<file path="src/rtl/dlist_pkg.sv">
package dlist_pkg;
  localparam int DATA_W = 16;
  localparam int REG_AW = 8;
  localparam int BEAM_W = DATA_W - 1;

  typedef enum logic [2:0] {
    ST_IDLE,
    ST_FETCH1,
    ST_FETCH2,
    ST_MOVEWR,
    ST_WAIT
  } stateT;

  typedef struct packed {
    logic reload;
    logic loadW1;
    logic loadW2;
    logic advance;
  } dpCtlT;
endpackage

</file>
<file path="src/rtl/dlist_ctl.sv">
module dlist_ctl
  import dlist_pkg::*;
(
  input  logic  clk,
  input  logic  rst_n,
  input  logic  slotOdd,
  input  logic  restart,
  input  logic  isWait,
  input  logic  waitMet,
  output dpCtlT ctl,
  output logic  memRd,
  output logic  regWr
);
  stateT state, nextState;

  always_ff @(posedge clk or negedge rst_n) begin
    if (!rst_n) state <= ST_IDLE;
    else        state <= nextState;
  end

  always_comb begin
    nextState = state;
    ctl       = '0;
    memRd     = 1'b0;
    regWr     = 1'b0;
    if (restart) begin
      ctl.reload = 1'b1;
      nextState  = ST_FETCH1;
    end else begin
      unique case (state)
        ST_IDLE: nextState = ST_IDLE;
        ST_FETCH1: if (slotOdd) begin
          memRd       = 1'b1;
          ctl.loadW1  = 1'b1;
          ctl.advance = 1'b1;
          nextState   = ST_FETCH2;
        end
        ST_FETCH2: if (slotOdd) begin
          memRd       = 1'b1;
          ctl.loadW2  = 1'b1;
          ctl.advance = 1'b1;
          nextState   = isWait ? ST_WAIT : ST_MOVEWR;
        end
        ST_MOVEWR: begin
          regWr     = 1'b1;
          nextState = ST_FETCH1;
        end
        ST_WAIT: if (slotOdd && waitMet) begin
          memRd     = 1'b1;
          nextState = ST_FETCH1;
        end
        default: nextState = ST_IDLE;
      endcase
    end
  end

  assert_read_odd_R2: assert property (@(posedge clk) disable iff (!rst_n)
    memRd |-> slotOdd);
  assert_write_pulse_R4: assert property (@(posedge clk) disable iff (!rst_n)
    regWr |=> !regWr);
  assert_write_after_read_R4: assert property (@(posedge clk) disable iff (!rst_n)
    regWr |-> $past(memRd));
  assert_restart_quiet_R8: assert property (@(posedge clk) disable iff (!rst_n)
    restart |-> (!memRd && !regWr));
  assert_wake_gated_R6: assert property (@(posedge clk) disable iff (!rst_n)
    (state == ST_WAIT && memRd) |-> waitMet);
endmodule

</file>
<file path="src/rtl/dlist_dp.sv">
module dlist_dp
  import dlist_pkg::*;
#(
  parameter int ADDR_W = 16
) (
  input  logic              clk,
  input  logic              rst_n,
  input  dpCtlT             ctl,
  input  logic [ADDR_W-1:0] startAddr,
  input  logic [DATA_W-1:0] memRdData,
  input  logic [BEAM_W-1:0] beamPos,
  output logic [ADDR_W-1:0] memAddr,
  output logic              isWait,
  output logic              waitMet,
  output logic [REG_AW-1:0] regAddr,
  output logic [DATA_W-1:0] regData
);
  localparam logic [ADDR_W-1:0] WORD_STEP = ADDR_W'(2);
  localparam logic [ADDR_W-1:0] ALIGN_MASK = ~ADDR_W'(1);

  logic [ADDR_W-1:0] fetchPtr;
  logic [REG_AW:0]   word1Low;
  logic [DATA_W-1:0] word2;

  always_ff @(posedge clk or negedge rst_n) begin
    if (!rst_n) begin
      fetchPtr <= '0;
    end else if (ctl.reload) begin
      fetchPtr <= startAddr & ALIGN_MASK;
    end else if (ctl.advance) begin
      fetchPtr <= fetchPtr + WORD_STEP;
    end
  end

  always_ff @(posedge clk or negedge rst_n) begin
    if (!rst_n) begin
      word1Low <= '0;
      word2    <= '0;
    end else begin
      if (ctl.loadW1) word1Low <= memRdData[REG_AW:0];
      if (ctl.loadW2) word2    <= memRdData;
    end
  end

  assign memAddr = fetchPtr;
  assign isWait  = word1Low[0];
  assign regAddr = word1Low[REG_AW:1];
  assign regData = word2;
  assign waitMet = (beamPos >= word2[DATA_W-1:1]);

  assert_advance_step_R3: assert property (@(posedge clk) disable iff (!rst_n)
    (ctl.advance && !ctl.reload) |=> (memAddr == $past(memAddr) + WORD_STEP));
  assert_reload_align_R8: assert property (@(posedge clk) disable iff (!rst_n)
    ctl.reload |=> (memAddr == ($past(startAddr) & ALIGN_MASK)));
  assert_ptr_even_R3: assert property (@(posedge clk) disable iff (!rst_n)
    !memAddr[0]);
endmodule

</file>
<file path="src/rtl/dlist_engine.sv">
module dlist_engine
  import dlist_pkg::*;
#(
  parameter int ADDR_W = 16
) (
  input  logic              clk,
  input  logic              rst_n,
  input  logic              slotOdd,
  input  logic              restart,
  input  logic [ADDR_W-1:0] startAddr,
  output logic              memRd,
  output logic [ADDR_W-1:0] memAddr,
  input  logic [15:0]       memRdData,
  input  logic [14:0]       beamPos,
  output logic              regWr,
  output logic [7:0]        regAddr,
  output logic [15:0]       regData
);
  dpCtlT ctl;
  logic  isWait;
  logic  waitMet;

  dlist_ctl ctl_i (
    .clk     (clk),
    .rst_n   (rst_n),
    .slotOdd (slotOdd),
    .restart (restart),
    .isWait  (isWait),
    .waitMet (waitMet),
    .ctl     (ctl),
    .memRd   (memRd),
    .regWr   (regWr)
  );

  dlist_dp #(.ADDR_W(ADDR_W)) dp_i (
    .clk       (clk),
    .rst_n     (rst_n),
    .ctl       (ctl),
    .startAddr (startAddr),
    .memRdData (memRdData),
    .beamPos   (beamPos),
    .memAddr   (memAddr),
    .isWait    (isWait),
    .waitMet   (waitMet),
    .regAddr   (regAddr),
    .regData   (regData)
  );

  assert_idle_reset_R1: assert property (@(posedge clk) disable iff (!rst_n)
    $rose(rst_n) |-> (!memRd && !regWr));
endmodule

</file>
<file path="config.mk">
export PLATFORM = sky130hd
export DESIGN_NAME = dlist_engine
export DESIGN_NICKNAME = d
export VERILOG_FILES = /design/src/rtl/dlist_pkg.sv /design/src/rtl/dlist_ctl.sv /design/src/rtl/dlist_dp.sv /design/src/rtl/dlist_engine.sv
export SDC_FILE = /design/constraint.sdc
export NUM_CORES = 1
export LEC_CHECK = 0
export ABC_CLOCK_PERIOD_IN_PS = 4800
export BUFFER_PORTS_ARGS = -buffer_cell sky130_fd_sc_hd__buf_2
export CORE_MARGIN = 2
export CORE_UTILIZATION = 55
export CTS_BUF_LIST = sky130_fd_sc_hd__clkbuf_4 sky130_fd_sc_hd__clkbuf_8
export CTS_CLUSTER_DIAMETER = 80
export CTS_CLUSTER_SIZE = 20
export DETAILED_ROUTE_END_ITERATION = 10
export MAX_ROUTING_LAYER = met4
export PLACE_DENSITY = 0.91
export SLEW_MARGIN = 20
export SYNTH_ARGS = -nofsm -noshare
export SYNTH_HDL_FRONTEND = slang
export SYNTH_SLANG_ARGS = --single-unit
</file>
<file path="constraint.sdc">
create_clock -name clk -period 4.8 [get_ports clk]
set_clock_uncertainty 0.05 [all_clocks]
set_input_delay 1.44 -clock clk [delete_from_list [all_inputs] [get_ports clk]]
set_output_delay 1.44 -clock clk [all_outputs]
set_load 0.01 [all_outputs]
</file>
==> impl_results.md, run 1 <==
* Dpl hpwl at 3960 um
* Setup total negative slack at 0 ps
* Clk slew on worst S/H paths at 80 ps
* Net Switching at 359 uW
* Delay-heaviest family, CP: compound AO/OA/AOI/OAI gates
* Gr ovfl total at 0
* CTS tree: built
* FP Rows at 24
* Min Tclk post-route at 4590 ps
* CP Data Arrival Time at 3100 ps
* Worst R2R Path Depth at 6
* Seq pwr share at 43.9%
* GPL Wtd Cong at 0.805
* Average wire per standard cell at 13.7 um
* DR DRC count at 0
* Worst r2r src: dp_i.regData[1]
* Post-Route WL at 5150 um
* First-pass GRT wire length at 8940 um
* DR pass1 iterations at 4
* CTS Sinks at 43
* Max stage delay on crit path at 370 ps
* Final ANT Viol Nets at 0
* Number of global-route vias before repair at 2004
* Port Buf Inserts at 90
* Lkg Pwr at 0.00149 uW
* Gate power share at 30.2%
* Total GRT Usage at 22.9%
* Die Wd at 70.2 um
* Netlist Area Pre-Place at 2410 sq um
* Synth Flop Type: dfrtp_1
* Seq cells post-synth at 43
* Reg2Reg Setup Slack at 2760 ps
* Mean post-synth cell area at 10.3 sq um
* RR Endpoint: ctl_i.state[0]
* Setup Buffers After CTS at 0
* Seq/Total Area, Yosys at 44.6%
* Crit-path cells: buf_2 -> inv_1 -> ha_1 -> nand2b_1 -> a211o_1 -> a211oi_1 -> o31a_1 -> a221oi_1 -> buf_2
* Maximum vdd drop at 0.000289 V
* Internal power at 754 uW
* Slew headroom at 51.2%
* Class of the tightest hold or removal check: reg -> reg
* Vias at 2028
* Async SR Flop Fraction at 100%
* Maximum clock frequency at 0.218 GHz
* CP Buf/Inv Count at 3
* DP Worst Slack at 207 ps
* Final Slew Violations at 0
* Yosys Warn Count at 0
* Max FO, Critical Path at 2
* Antenna violations before repair at 0
* Area grow syn2layout at 23.8%
* Post-synth EDFFs at 0
* Netlist cell types at 39
* Via density at 5.39
* Cell area after layout at 2990 sq um
* Clk_lat worst skew at 290 ps
* WP data required at 3310 ps
* Initial Util at 56.2%
* Endpoint class of the critical path: output pin
* Critical path class: in -> out
* Height of the die at 70.2 um
* Most frequent CP cell: buf_2
* Top Ports at 93
* MaxCap Viol Count at 0
* CP max-delay cell: a211oi_1
* Hold_buf cts at 0
* Final setup viols at 0
* Worst hold path stage count at 1
* Measured slew at the worst slew-check pin at 730 ps
* Status: complete, no violations
* H-tree depth at 2
* Clock root buffer: clkbuf_8
* Net Sw Frac at 32.2%
* Fin crit share at 95.7%
* Util after Layout at 69.6%
* Setup crit start kind: input port
* Share of post-route cells with drive strength above 1 at 38.9%
* Clk network pwr share at 25.9%
* Hold Vio Cnt, Final at 0
* PnR worst setup slack at 208 ps
* WHS Endpoint: dp_i.word1Low[1]
* P per Cell Area at 373 nW/um^2
* Core Area at 4290 sq um
* Post-cts sizing count at 0
* Drt initial violations at 60
* Largest net degree at the start of global routing at 44
* DP Area at 2870 sq um
* # diodes at 0
* Gate Count Post-Synth at 235
* NumNets Final at 390
* Net Count, Synth at 302
* Num CTS Buffers at 5
* Unrepaired setup endpoints after global routing: false
* Clock buffer depth at 2
* Die Area at 4930 sq um
* Worst hold start: dp_i.word1Low[1]
-- power groups by stage --
stage	Sequential, uW	Combinational (uW)	Clock [uW]
after CTS	488	340	296
final	489	336	288
after floorplan	517	179	0
after global placement	490	321	0
after global routing	500	377	307
after detailed placement	495	339	0
-- sequential cells by signal, summed over array words and instances (netlist names) --
signal	cells
dp_i.word1Low	9
dp_i.memAddr	15
dp_i.regData	16
ctl_i.state	3
-- synthesized netlist by cell type, types with 2 or more instances --
master	n	area (sq um)
a211o_1	2	17.5
a211oi_1	2	15.0
a21oi_1	6	30.0
and3_1	5	31.3
buf_2	2	10.0
buf_4	2	15.0
buf_6	2	22.5
clkbuf_1	3	11.3
dfrtp_1	43	1080
ha_1	16	200
inv_1	18	67.6
mux2_2	25	282
nand2_1	25	93.8
nand2b_1	3	18.8
nand3_1	4	20.0
nand4_1	9	56.3
nor2_1	9	33.8
nor3_1	4	20.0
nor4_1	3	18.8
o21ai_0	19	95.1
xnor2_1	8	70.1
xor2_1	8	70.1
-- stage by stage --
step | hold WS [ps] | instances | total power (uW)
after CTS | 467 | 376 | 1120
final | 463 | 376 | 1110
after detailed placement | 444 | 368 | 834
after floorplan | 451 | 235 | 696
after global placement | 432 | 368 | 812
after global routing | 478 | 376 | 1180
-- final cells by class --
cell class,count,area [sq um]
well taps,52,65.1
repair buffers,90,453
flip-flops and latches,43,1080
clock inverters,3,46.3
clock buffers,5,68.8
multi-input cells,165,1210
fillers,333,1310
inverters,18,67.6
-- cells in the final DEF, fill, tap and decap left out, types with 2 or more instances in the layout --
| master | synthesis | routed |
|---|---|---|
| a211o_1 | 2 | 2 |
| a211oi_1 | 2 | 2 |
| a21oi_1 | 6 | 6 |
| and3_1 | 5 | 5 |
| buf_2 | 2 | 89 |
| clkbuf_8 | 0 | 5 |
| dfrtp_1 | 43 | 43 |
| ha_1 | 16 | 16 |
| inv_1 | 18 | 18 |
| mux2_2 | 25 | 25 |
| nand2_1 | 25 | 25 |
| nand2b_1 | 3 | 3 |
| nand3_1 | 4 | 4 |
| nand4_1 | 9 | 9 |
| nor2_1 | 9 | 9 |
| nor3_1 | 4 | 4 |
| nor4_1 | 3 | 3 |
| o21ai_0 | 19 | 19 |
| xnor2_1 | 8 | 8 |
| xor2_1 | 8 | 8 |
-- worst max-delay path by stage --
stage                           start    end  slack, ps  cells past startpoint
after floorplan           beamPos[14]  memRd        600                      5
after global placement     beamPos[0]  memRd        230                      9
after detailed placement   beamPos[0]  memRd        210                      9
after CTS                  beamPos[0]  memRd        200                      9
after global routing       beamPos[0]  memRd         60                      9
final                      beamPos[0]  memRd        210                      9
-- logic make-up after synthesis --
logic type	after synthesis	share of synthesized area, %
AO/OA/AOI/OAI	36	9.18
buffers and inverters	27	5.24
AND/OR/NAND/NOR	70	14.7
other	1	0.155
multiplexers	26	12.1
XOR/XNOR	16	5.81
adder cells (fa/ha/maj)	16	8.29
flip-flops	43	44.6
-- layer usage --
metal / vias up / share of wire [%] / track usage [%] / routed length (um)
met5: - / 0 / - / 0
li1: 1000 / - / - / -
met3: 4 / 4.7 / 3.75 / 242
met1: 968 / 41 / 28.3 / 2140
met4: 0 / 0.62 / 5.77 / 32
met2: 56 / 53 / 39.3 / 2740
Note: power is estimated with default switching activity, not from simulation.
==> run 2: changes to the inputs <==
--- a/config.mk
+++ b/config.mk
@@ -8,13 +8,13 @@
 export ABC_CLOCK_PERIOD_IN_PS = 4800
 export BUFFER_PORTS_ARGS = -buffer_cell sky130_fd_sc_hd__buf_2
 export CORE_MARGIN = 2
-export CORE_UTILIZATION = 55
+export CORE_UTILIZATION = 30
 export CTS_BUF_LIST = sky130_fd_sc_hd__clkbuf_4 sky130_fd_sc_hd__clkbuf_8
 export CTS_CLUSTER_DIAMETER = 80
 export CTS_CLUSTER_SIZE = 20
 export DETAILED_ROUTE_END_ITERATION = 10
 export MAX_ROUTING_LAYER = met4
-export PLACE_DENSITY = 0.91
+export PLACE_DENSITY = 0.56
 export SLEW_MARGIN = 20
 export SYNTH_ARGS = -nofsm -noshare
 export SYNTH_HDL_FRONTEND = slang
==> run 2 against run 1 <==
Setup slack improved by 52 ps; clock power decreased by 9.0%; total power decreased by 2.6%; sequential share of layout area decreased by 0.90 points; final cell count increased by 14%; first-iteration DRC count unchanged; hold slack got worse by 10 ps; global-route usage decreased by 9.7 points; die area increased by 78%; critical path type unchanged; largest power group unchanged.
==> impl_results.md, run 2 (same netlist as run 1, synthesis figures left out) <==
* Status: complete, no violations
* Die Area at 8780 sq um (+78%)
* P per Cell Area at 354 nW/um^2 (-5.0%)
* Average wire per standard cell at 12.9 um (-5.9%)
* Clock root buffer: clkbuf_8
* # diodes at 0 (unchanged)
* Initial Util at 31.1% (-25 points)
* Min Tclk post-route at 4540 ps (-52.4 ps)
* Class of the tightest hold or removal check: reg -> reg
* Post-Route WL at 5520 um (+7.1%)
* NumNets Final at 392 (+0.51%)
* Final ANT Viol Nets at 0 (unchanged)
* Layout fillers at 820 (+150%)
* DR pass1 iterations at 4 (unchanged)
* Vias at 1972 (-2.8%)
* Number of global-route vias before repair at 2067 (+3.1%)
* Total GRT Usage at 13.2% (-9.7 points)
* Port Buf Inserts at 90 (unchanged)
* Largest net degree at the start of global routing at 44 (unchanged)
* Max FO, Critical Path at 2 (unchanged)
* Slew headroom at 47.8% (-3.5 points)
* Post-cts sizing count at 0 (unchanged)
* Clock buffer depth at 2 (unchanged)
* Unrepaired setup endpoints after global routing: false
* Height of the die at 93.7 um (+33%)
* Lkg Pwr at 0.00150 uW (+0.91%)
* Critical path class: in -> out
* H-tree depth at 2 (unchanged)
* Util after Layout at 39.4% (-30 points)
* First-pass GRT wire length at 9050 um (+1.3%)
* Max reg flops at 16 (unchanged)
* Antenna violations before repair at 0 (unchanged)
* Final hold slack at 453 ps (-10.2 ps)
* Register Area at 1080 sq um (unchanged)
* Area of the multi-input gates at 1210 sq um (unchanged)
* WP data required at 3310 ps (about the same)
* Core Area at 7770 sq um (+81%)
* Num CTS Buffers at 5 (unchanged)
* Share of post-route cells with drive strength above 1 at 39.3% (+0.37 points)
* Die Wd at 93.7 um (+33%)
* Number of placed instances with taps included at 419 (+14%)
* Hold Vio Cnt, Final at 0 (unchanged)
* Setup total negative slack at 0 ps (unchanged)
* Layout Cells excl Fill at 428 (+14%)
* Maximum vdd drop at 0.000148 V (-49%)
* Maximum clock frequency at 0.220 GHz (+1.2%)
* FP Rows at 32 (+33%)
* Top Ports at 93 (unchanged)
* MaxCap Viol Count at 0 (unchanged)
* Area grow syn2layout at 27.0%
* Final setup viols at 0 (unchanged)
* Gr ovfl total at 0 (unchanged)
* Endpoint class of the critical path: output pin
* Measured slew at the worst slew-check pin at 782 ps (+52.2 ps)
* CP Data Arrival Time at 3050 ps (-50 ps)
* Clk_lat worst skew at 290 ps (about the same)
* Final Slew Violations at 0 (unchanged)
* Hold_buf cts at 0 (unchanged)
* Most frequent cells in the layout: buf_2 (90), dfrtp_1 (43), nand2_1 (25), mux2_2 (25), o21ai_0 (19)
* CTS tree: built
* Clk slew on worst S/H paths at 80 ps (about the same)
* Dpl hpwl at 4110 um (+3.9%)
* Drt initial violations at 60 (unchanged)
* Commonest non-fill, non-tap cell in the layout: buf_2
* CTS Sinks at 43 (unchanged)
* Setup crit start kind: input port
* Via density at 4.61 (-15%)
* Fin crit share at 94.6% (-1.1 points)
* DR DRC count at 0 (unchanged)
* GPL Wtd Cong at 0.748 (-7.1%)
* Setup Buffers After CTS at 0 (unchanged)
==> run 2: changes by cell type in the layout (fill, tap and decap cells not counted) <==
cell	previous run	this run
buf_12	0	1
buf_2	89	90
bufinv_16	1	0
clkbuf_4	0	1
clkbuf_8	5	7
clkinvlp_4	1	0
inv_6	1	0
==> run 2: critical path: stages <==
cell and delay (ps):
buf_2 80, inv_1 30, ha_1 270, nand2b_1 140
a211o_1 290, a211oi_1 230, buf_4 150, o31a_1 160
a221oi_1 90, buf_2 180
==> run 2: final timing paths <==
| check | cells after the start | slack (ps) | end | from |
|---|---|---|---|---|
| max | 10 | 260 | memRd | beamPos[0] |
| max reg2reg | 4 | 2790 | dp_i.regData[3] | ctl_i.state[2] |
| min in group asynchronous | 1 | 1030 | dp_i.memAddr[14] | rst_n |
| min reg2reg | 1 | 450 | dp_i.word1Low[1] | dp_i.word1Low[1] |
| max in group asynchronous | 2 | 3180 | ctl_i.state[1] | rst_n |
| min | 1 | 450 | dp_i.word1Low[1] | dp_i.word1Low[1] |
==> run 2: area by class of cell <==
type                            count  share of cell area (%)
Multi-Input combinational cell    165                    39.5
Sequential cell                    43                    35.1
Timing Repair Buffer               92                    15.6
Tap cell                          102                    4.16
Clock buffer                        8                    3.39
Inverter                           18                    2.20
==> run 2: report_power, final <==
group	switching [uW]	total, uW	internal, uW
clock network	125	262	137
logic	168	337	169
registers	53.6	485	432
total	346	1080	738
==> run 2: per-layer routing <==
| layer | share of wire, % | routed length [um] | up-vias | global-route usage, % |
|---|---|---|---|---|
| met5 | 0 | 0 | - | - |
| li1 | - | - | 1001 | - |
| met4 | 0.96 | 53 | 0 | 3.62 |
| met1 | 46 | 2550 | 899 | 15.4 |
| met2 | 47 | 2570 | 64 | 22.9 |
| met3 | 6.3 | 346 | 8 | 3.05 |
==> run 2: per-stage QoR <==
step	worst slack (ps)	instance area, sq um	power [uW]
3_5_place_dp	230	2940	837
6_report	261	3060	1080
3_3_place_gp	232	2940	827
4_1_cts	229	3040	1110
2_1_floorplan	603	2410	696
5_1_grt	75.3	3060	1170
==> run 3: changes to the inputs <==
--- a/config.mk
+++ b/config.mk
@@ -15,6 +15,7 @@
 export DETAILED_ROUTE_END_ITERATION = 10
 export MAX_ROUTING_LAYER = met4
 export PLACE_DENSITY = 0.56
+export SETUP_SLACK_MARGIN = 0.3
 export SLEW_MARGIN = 20
 export SYNTH_ARGS = -nofsm -noshare
 export SYNTH_HDL_FRONTEND = slang
==> run 3 against run 2 <==
Routed wire length rose by 1.5%; die area did not move; sequential cell count did not move; final cell count rose by 0.70%.
==> impl_results.md, run 3 (same netlist as run 1, synthesis figures left out) <==
* DR DRC count at 0 (unchanged)
* Setup crit start kind: input port
* Min Tclk post-route at 4450 ps (-84.8 ps)
* Layout fillers at 809 (-1.3%)
* Max stage delay on crit path at 290 ps (about the same)
* Endpoint class of the critical path: output pin
* Die Wd at 93.7 um (unchanged)
* Largest net degree at the start of global routing at 44 (unchanged)
* Height of the die at 93.7 um (unchanged)
* Util after Layout at 41.1% (+1.7 points)
* Clk slew on worst S/H paths at 80 ps (about the same)
* Slew headroom at 47.6% (-0.16 points)
* CTS tree: built
* Setup total negative slack at 0 ps (unchanged)
* Final ANT Viol Nets at 0 (unchanged)
* Vias at 1996 (+1.2%)
* Core Area at 7770 sq um (unchanged)
* CP Data Arrival Time at 2960 ps (-90 ps)
* Hold Vio Cnt, Final at 0 (unchanged)
* Crit-path cells: buf_6 -> inv_2 -> ha_4 -> nand2b_4 -> a211o_1 -> a211oi_2 -> buf_4 -> o31a_1 -> a221oi_2 -> buf_2
* Dpl hpwl at 4110 um (unchanged)
* CP Buf/Inv Count at 4 (unchanged)
* Critical path class: in -> out
* WP data required at 3310 ps (about the same)
* MaxCap Viol Count at 0 (unchanged)
* Number of placed instances with taps included at 419 (unchanged)
* Top Ports at 93 (unchanged)
* Share of post-route cells with drive strength above 1 at 42.9% (+3.6 points)
* Average wire per standard cell at 13.0 um (+0.82%)
* Highest routed layer: met4
* Num CTS Buffers at 5 (unchanged)
* Via density at 4.63 (+0.51%)
* H-tree depth at 2 (unchanged)
* Final setup viols at 0 (unchanged)
* Area grow syn2layout at 32.4%
* Number of global-route vias before repair at 2079 (+0.58%)
* CTS Sinks at 43 (unchanged)
* Commonest non-fill, non-tap cell in the layout: buf_2
* Clk_lat worst skew at 290 ps (about the same)
* # diodes at 0 (unchanged)
* GPL Wtd Cong at 0.748 (unchanged)
* Most frequent cells in the layout: buf_2 (86), dfrtp_1 (43), nand2_1 (25), mux2_2 (25), o21ai_0 (18)
* Max reg flops at 16 (unchanged)
* Maximum clock frequency at 0.224 GHz (+1.9%)
* Lkg Pwr at 0.00153 uW (+2.0%)
* DR WL met2 at 2650 um (+3.1%)
* Drt initial violations at 68 (+13%)
* Status: complete, no violations
* Gr ovfl total at 0 (unchanged)
* WL met3 at 352 um (+1.7%)
* Unrepaired setup endpoints after global routing: true
* Hold_buf cts at 0 (unchanged)
* Post-Route WL at 5600 um (+1.5%)
* Die Area at 8780 sq um (unchanged)
* Worst hold start: dp_i.word1Low[1]
* CP max-delay cell: a211o_1
* Final Slew Violations at 0 (unchanged)
* Class of the tightest hold or removal check: reg -> reg
* First-pass GRT wire length at 9130 um (+0.84%)
* FP Rows at 32 (unchanged)
* Port Buf Inserts at 90 (unchanged)
* Max FO, Critical Path at 2 (unchanged)
* CP startpoint: beamPos[0]
* DR pass1 iterations at 4 (unchanged)
* Wl on met1 at 2540 um (-0.16%)
* Fin crit share at 92.8% (-1.8 points)
* Clock buffer depth at 2 (unchanged)
* Maximum vdd drop at 0.000148 V (about the same)
* NumNets Final at 395 (+0.77%)
* Clock root buffer: clkbuf_8
* Worst r2r src: dp_i.regData[6]
* P per Cell Area at 351 nW/um^2 (-0.82%)
* Initial Util at 31.1% (unchanged)
* Antenna violations before repair at 0 (unchanged)
* Delay-heaviest family, CP: compound AO/OA/AOI/OAI gates
* Total GRT Usage at 13.3% (+0.10 points)
* Layout Cells excl Fill at 431 (+0.70%)
* Measured slew at the worst slew-check pin at 784 ps (+2.36 ps)
run 3: final timing paths:
path / to / slack [ps] / cells past startpoint
max in group asynchronous: ctl_i.state[1] / 3170 / 2
min in group asynchronous: dp_i.memAddr[14] / 1030 / 1
setup / recovery: memRd / 350 / 10
hold / removal: dp_i.word1Low[1] / 450 / 1
setup reg to reg: ctl_i.state[2] / 2750 / 10
hold reg to reg: dp_i.word1Low[1] / 450 / 1
run 3: layout make-up:
class | instances | area (sq um) | share of cell area (%)
Multi-Input combinational cell | 165 | 1290 | 40.5
Sequential cell | 43 | 1080 | 33.7
Timing Repair Buffer | 95 | 526 | 16.4
Tap cell | 102 | 128 | 3.99
Clock buffer | 8 | 104 | 3.25
Inverter | 18 | 67.6 | 2.11
run 3: metal layers:
layer	up-vias	GRT usage, %
met1	920	15.6
li1	1006	-
met3	7	3.05
met2	63	23.0
met4	0	3.62
met5	-	-
run 3: worst register-to-register path, cell delays in order, from the launching register on:
cell and delay [ps]:
dfrtp_1 370, inv_1 80, ha_4 260, nand4_1 120
nor2_2 130, a211oi_2 60, buf_4 140, o31a_1 270
buf_4 150, buf_4 120, a32o_1 200
run 3: what timing repair did:
item                                    in CTS  in global routing
pin swaps                                    6                 10
buffers inserted                             2                  1
endpoints found under the setup margin       1                  1
gates resized for setup                      3                 12
run 3: metrics by stage:
step	hold slack [ps]	total power, uW	area [sq um]	worst slack (ps)
2_1_floorplan	451	696	2410	603
3_3_place_gp	433	827	2940	232
3_5_place_dp	438	837	2940	230
4_1_cts	459	1120	3080	307
5_1_grt	474	1210	3200	248
6_report	454	1120	3200	345
run 3: where the power goes:
group	internal, uW	switching (uW)
registers	432	54.7
logic	193	180
clock network	137	125
